## config.mk

```make
export PLATFORM = sky130hd
export DESIGN_NAME = grouped_irq_ctrl
export DESIGN_NICKNAME = d
export VERILOG_FILES = /design/src/rtl/intc_pkg.sv /design/src/rtl/irq_group.sv /design/src/rtl/irq_arbiter.sv /design/src/rtl/grouped_irq_ctrl.sv
export SDC_FILE = /design/constraint.sdc
export NUM_CORES = 1
export LEC_CHECK = 0
export ABC_AREA = 1
export ABC_CLOCK_PERIOD_IN_PS = 3300
export BUFFER_PORTS_ARGS = -buffer_cell sky130_fd_sc_hd__buf_2
export CAP_MARGIN = 20
export CELL_PAD_IN_SITES_DETAIL_PLACEMENT = 0
export CELL_PAD_IN_SITES_GLOBAL_PLACEMENT = 1
export CORE_MARGIN = 4
export CORE_UTILIZATION = 44
export CTS_CLUSTER_DIAMETER = 100
export DETAILED_ROUTE_END_ITERATION = 12
export HOLD_SLACK_MARGIN = 0.12
export PLACE_DENSITY_LB_ADDON = 0.1
export SLEW_MARGIN = 0
export SYNTH_ARGS = -nofsm -noshare
export SYNTH_HDL_FRONTEND = slang
export SYNTH_SLANG_ARGS = --single-unit
```

## constraint.sdc

```tcl
create_clock -name clk -period 3.3 [get_ports clk]
set_input_delay 0.66 -clock clk [delete_from_list [all_inputs] [get_ports clk]]
set_output_delay 0.66 -clock clk [all_outputs]
set_load 0.05 [all_outputs]
```

## src/rtl/intc_pkg.sv

```systemverilog
package intc_pkg;

    localparam int NUM_GRP = 4;
    localparam int GRP_IDW = $clog2(NUM_GRP);

    typedef enum logic [GRP_IDW-1:0] {
        GRP_LBUS = 2'd0,
        GRP_LPC  = 2'd1,
        GRP_PCI  = 2'd2,
        GRP_NMI  = 2'd3
    } grp_id_t;

    typedef enum logic [2:0] {
        KIND_BLOCK   = 3'd0,
        KIND_MODE    = 3'd1,
        KIND_POL     = 3'd2,
        KIND_REQ     = 3'd3,
        KIND_SUMMARY = 3'd4
    } reg_kind_t;

    // rank 0 is served first
    function automatic grp_id_t grp_at_rank(input int rank);
        case (rank)
            0:       return GRP_NMI;
            1:       return GRP_PCI;
            2:       return GRP_LBUS;
            default: return GRP_LPC;
        endcase
    endfunction

endpackage

```

## src/rtl/irq_group.sv

```systemverilog
module irq_group #(
    parameter int GW = 16
) (
    input  logic          clk,
    input  logic          rst,
    input  logic [GW-1:0] src,
    input  logic          wr_block,
    input  logic          wr_mode,
    input  logic          wr_pol,
    input  logic          wr_req,
    input  logic [GW-1:0] wdata,
    output logic [GW-1:0] block_q,
    output logic [GW-1:0] mode_q,
    output logic [GW-1:0] pol_q,
    output logic [GW-1:0] req_q,
    output logic [GW-1:0] live
);

    logic [GW-1:0] prev_q;
    logic [GW-1:0] active_now;
    logic [GW-1:0] active_prev;
    logic [GW-1:0] edge_hit;
    logic [GW-1:0] keep;
    logic [GW-1:0] req_d;

    always_comb begin
        active_now  = ~(src ^ pol_q);
        active_prev = ~(prev_q ^ pol_q);
        edge_hit    = active_now & ~active_prev;
        keep        = wr_req ? wdata : {GW{1'b1}};
        req_d       = (mode_q & (edge_hit | (req_q & keep)))
                    | (~mode_q & active_now);
        live        = req_q & ~block_q;
    end

    always_ff @(posedge clk) begin
        if (rst) begin
            block_q <= {GW{1'b1}};
            mode_q  <= '0;
            pol_q   <= '0;
            req_q   <= '0;
            prev_q  <= '0;
        end else begin
            if (wr_block) block_q <= wdata;
            if (wr_mode)  mode_q  <= wdata;
            if (wr_pol)   pol_q   <= wdata;
            req_q  <= req_d;
            prev_q <= src;
        end
    end

endmodule

```

## src/rtl/irq_arbiter.sv

```systemverilog
module irq_arbiter
    import intc_pkg::*;
#(
    parameter int GW  = 16,
    parameter int IDW = $clog2(GW)
) (
    input  logic [NUM_GRP-1:0][GW-1:0] live,
    output logic [NUM_GRP-1:0]         grp_pend,
    output logic                       vec_valid,
    output logic [GRP_IDW+IDW-1:0]     vec
);

    grp_id_t        win_grp;
    logic [IDW-1:0] win_idx;
    logic [GW-1:0]  win_bits;

    always_comb begin
        for (int g = 0; g < NUM_GRP; g++) begin
            grp_pend[g] = |live[g];
        end
        vec_valid = |grp_pend;

        win_grp = GRP_LBUS;
        for (int r = NUM_GRP - 1; r >= 0; r--) begin
            if (grp_pend[grp_at_rank(r)]) win_grp = grp_at_rank(r);
        end

        win_bits = live[win_grp];
        win_idx  = '0;
        for (int b = GW - 1; b >= 0; b--) begin
            if (win_bits[b]) win_idx = IDW'(b);
        end

        vec = vec_valid ? {win_grp, win_idx} : '0;
    end

endmodule

```

## src/rtl/grouped_irq_ctrl.sv

```systemverilog
module grouped_irq_ctrl
    import intc_pkg::*;
#(
    parameter int GW  = 16,
    parameter int IDW = $clog2(GW),
    parameter int AW  = 3 + GRP_IDW
) (
    input  logic                        clk,
    input  logic                        rst,
    input  logic [NUM_GRP*GW-1:0]       src,
    input  logic                        wr_en,
    input  logic [AW-1:0]               addr,
    input  logic [GW-1:0]               wdata,
    output logic [GW-1:0]               rdata,
    output logic [NUM_GRP-1:0]          grp_pend,
    output logic                        cpu_irq,
    output logic                        vec_valid,
    output logic [GRP_IDW+IDW-1:0]      vec
);

    reg_kind_t                 kind;
    logic [GRP_IDW-1:0]        gsel;
    logic [NUM_GRP-1:0][GW-1:0] block_q, mode_q, pol_q, req_q, live;

    assign kind = reg_kind_t'(addr[AW-1:GRP_IDW]);
    assign gsel = addr[GRP_IDW-1:0];

    for (genvar g = 0; g < NUM_GRP; g++) begin : g_grp
        logic hit;
        assign hit = wr_en && (gsel == GRP_IDW'(g));
        irq_group #(.GW(GW)) u_grp (
            .clk      (clk),
            .rst      (rst),
            .src      (src[g*GW +: GW]),
            .wr_block (hit && kind == KIND_BLOCK),
            .wr_mode  (hit && kind == KIND_MODE),
            .wr_pol   (hit && kind == KIND_POL),
            .wr_req   (hit && kind == KIND_REQ),
            .wdata    (wdata),
            .block_q  (block_q[g]),
            .mode_q   (mode_q[g]),
            .pol_q    (pol_q[g]),
            .req_q    (req_q[g]),
            .live     (live[g])
        );
    end

    irq_arbiter #(.GW(GW), .IDW(IDW)) u_arb (
        .live      (live),
        .grp_pend  (grp_pend),
        .vec_valid (vec_valid),
        .vec       (vec)
    );

    assign cpu_irq = |grp_pend;

    always_comb begin
        case (kind)
            KIND_BLOCK:   rdata = block_q[gsel];
            KIND_MODE:    rdata = mode_q[gsel];
            KIND_POL:     rdata = pol_q[gsel];
            KIND_REQ:     rdata = req_q[gsel];
            KIND_SUMMARY: rdata = GW'(grp_pend);
            default:      rdata = '0;
        endcase
    end

endmodule

```

==> impl_results.md <==
* Worst min path class: primary input to flip-flop
* Crit path from: g_grp[2].u_grp.req_q[4]
* CTS Buf Count at 37
* Setup crit end kind: primary output
* Final Skew at 10.1 ps
* Total detailed-routing wirelength at around 60,000 um
* Number of diodes at 0
* Initial core utilization at between 40% and 50%
* Slew headroom at about 53%
* P_int at a little under 7 mW
* Crit-path max cell delay at 370 ps
* Placed cell count at 2,607
* Leak at around 8.0 nW
* Pwr Total at between 9 and 10 mW
* Via count at 15.6k
* Fin crit share at 115%
* Post-synthesis instance total at a little over 2k
* Crit path max-delay cell type: dfxtp_4
* Synth cell count leaders: dfxtp_1, nand2_1, inv_1
* Most crowded layer after global routing: met1
* Final instance area at approximately 19,000 um^2
* Flops & latches, synth at 320
* Share of cells above drive strength 1 at between 20% and 30%
* Tmin final at 3780 ps
* CP endpoint: vec[0]
* Met2 usage at 45.0%
* Final Max Tran Viols at 0
* RSZ-0062 raised after global routing: yes
* CORE AREA at between 30,000 and 40,000 um^2
* HPWL Detailed at ~42,000 um
* Vias in the first global route at between 10k and 15k
* Setup Viol. Count Final at 4
* R2r endpoint: g_grp[1].u_grp.req_q[15]
* Port buffer count at between 100 and 150
* Largest net degree at the start of global routing at approximately 110
* FF-to-FF path depth at 3
* Sw frac at 27.6%
* Synth area leader: dfxtp_1
* Die H at roughly 190 um
* Max frequency at 265 MHz
* Ys async rst share at 0%
* Failing checks: setup timing
* Status: finished, violations left
* PnR worst setup slack at -479 ps
* Yosys cell types at 40
* Crit path max fanout at 8
* Die area at approximately 37,000 um^2
* Met1 Resource Use GR at approximately 49%
* Top cell by count, worst path: nand2_1
* Sequential fraction of the synthesis area at between 40% and 50%
* Yosys warnings at 0
* Final Instance Count excl. Fillers at between 2k and 3k
* GRT overflow at 0
* Max cap viols at 0
* First drt pass iteration count at 6
* Clk slew on worst S/H paths at roughly 60 ps
* Die X at 192 um
* Syn avg cell area at between 7 and 8 um^2
* Switching pwr at approximately 2.6 mW
* EDFF count, synth at 0
* Synth-to-Final Area Change at 25.2%
* Final net count at around 2.3k
* Vias per cell at 5.79
* Initial antenna violation count at 0
* Sink Count at 320
* Met3 usage at 7.34%
* I/O pin count at around 120
* H-Tree Depth at 2
* WP data arrival at around 3100 ps
* Worst r2r src: g_grp[1].u_grp.req_q[15]
* Post-route ant nets at 0
* Avg WL per Cell at roughly 22 um
* PwrDens at a little over 500 nW/um^2
* Hold-fix buffers at CTS at 0
* Top cells by area, synth: dfxtp_1, o21ai_0, a21oi_1
* GRT Util Overall at between 30% and 40%
* Clock Latency Late Sink at 520 ps
* Worst Path Required at between 2000 and 3000 ps
* Clock power frac at between 40% and 50%
* Post-synth top flop: dfxtp_1
* Root Driver: clkbuf_16
* Flop pwr share at between 40% and 50%
* Tightest Pin Transition at 701 ps
* Crit Path Class: flip-flop to primary output
* CTS tree: yes
* Yosys top cell area share at a little over two fifths
* DRC viols at 0
* Placed Instance Area at between 15,000 and 20,000 um^2
* GP Congestion at roughly 0.95
* Global-route wire length before repair at around 90,000 um
* Post-Syn Area at approximately 15,000 um^2
* Startpoint Class: flip-flop
* Most frequent cell after synthesis: dfxtp_1
* FP Rows at 66
* Clk buf depth at 3
* Final Hold Viols at 0
* Worst-case vdd ir drop at between 0.3 and 0.4 mV
* Synth Net Count at around 2.1k
* Initial drt markers at 1,585
* R2r setup slk at 2250 ps
* Logic pwr share at around 14%
[flip-flops by register name, indices dropped and copies added (netlist names)]
signal               cells
g_grp.u_grp.block_q     64
g_grp.u_grp.mode_q      64
g_grp.u_grp.pol_q       64
g_grp.u_grp.prev_q      64
g_grp.u_grp.req_q       64
[worst min-delay path by stage]
stage	from	to	depth (start not counted)
2_1_floorplan	g_grp[2].u_grp.block_q[0]	g_grp[2].u_grp.block_q[0]	2
3_3_place_gp	g_grp[2].u_grp.block_q[0]	g_grp[2].u_grp.block_q[0]	2
3_5_place_dp	g_grp[3].u_grp.block_q[8]	g_grp[3].u_grp.block_q[8]	2
4_1_cts	src[58]	g_grp[3].u_grp.prev_q[10]	3
5_1_grt	src[58]	g_grp[3].u_grp.prev_q[10]	3
6_report	src[39]	g_grp[2].u_grp.prev_q[7]	3
[power by group through the flow]
stage               combinational, mW  sequential (mW)  clock, mW
CTS                              1.25             4.09       4.10
global placement                 1.13             4.17          0
global route                     1.39             4.11       4.26
floorplan                       0.686             4.13          0
detailed placement               1.13             4.17          0
finish                           1.30             4.10       4.06
[cells in the final DEF (no fill, tap or decap), types with 14 or more instances in the layout]
cell type,netlist,final
nand3_1,97,93
clkinv_1,19,19
buf_4,2,124
nand2_2,2,47
dfxtp_1,320,289
inv_1,261,239
a22oi_1,81,75
clkbuf_1,106,14
o21ai_0,245,237
o21bai_1,32,32
buf_2,1,106
inv_2,2,23
a21oi_1,226,222
nor2_2,0,18
o211ai_1,54,54
a31oi_1,69,68
buf_12,0,16
dfxtp_2,0,23
nand2_1,289,237
nor2_1,147,124
o22ai_1,30,30
clkbuf_16,0,37
[metal layers]
layer / share of wire, % / up-vias
met5: 0 / -
met4: 2.3 / 0
met3: 9.9 / 99
met2: 41 / 725
met1: 47 / 7432
li1: - / 7387
[final cells by class]
class	count	area, um^2
Tap cell	442	553
Sequential cell	320	6460
Inverter	283	1070
Fill cell	3202	14300
Timing Repair Buffer	259	1920
Clock inverter	9	128
Clock buffer	56	1050
Multi-Input combinational cell	1332	7370
[worst max-delay path: cells and delay by family, from the launching register on]
kind | cells | cell delay (ps)
AOI/OAI and AO/OA | 1 | 130
buffers and inverters | 3 | 370
and+or+nand+nor | 21 | 1720
DFF | 1 | 370
[metrics by stage]
step | setup WS (ps) | setup TNS, ps | util [%] | hold slack [ps]
floorplan | -50.9 | -50.9 | - | 465
global placement | -118 | -417 | 50.5 | 477
detailed placement | -110 | -369 | 50.5 | 487
CTS | -417 | -1160 | 55.6 | 348
global route | -641 | -1980 | 56.5 | 364
finish | -479 | -1480 | 56.5 | 360
[kinds of logic after synthesis]
group | Yosys count | share of synthesized area (%)
compound gates | 778 | 30.9
buf+inv | 402 | 10.4
flops | 320 | 43.2
simple gates | 551 | 15.5
[repair_timing]
| action | 4_1_cts | 5_1_grt |
|---|---|---|
| pin swaps | 25 | 25 |
| endpoints found under the setup margin | 9 | 21 |
| resized for setup | 103 | 93 |
| setup buffers | 20 | 7 |
| gates cloned | 3 | 0 |
| endpoints found under the hold margin | 0 | 0 |
Note: power is estimated with default switching activity, not from simulation.
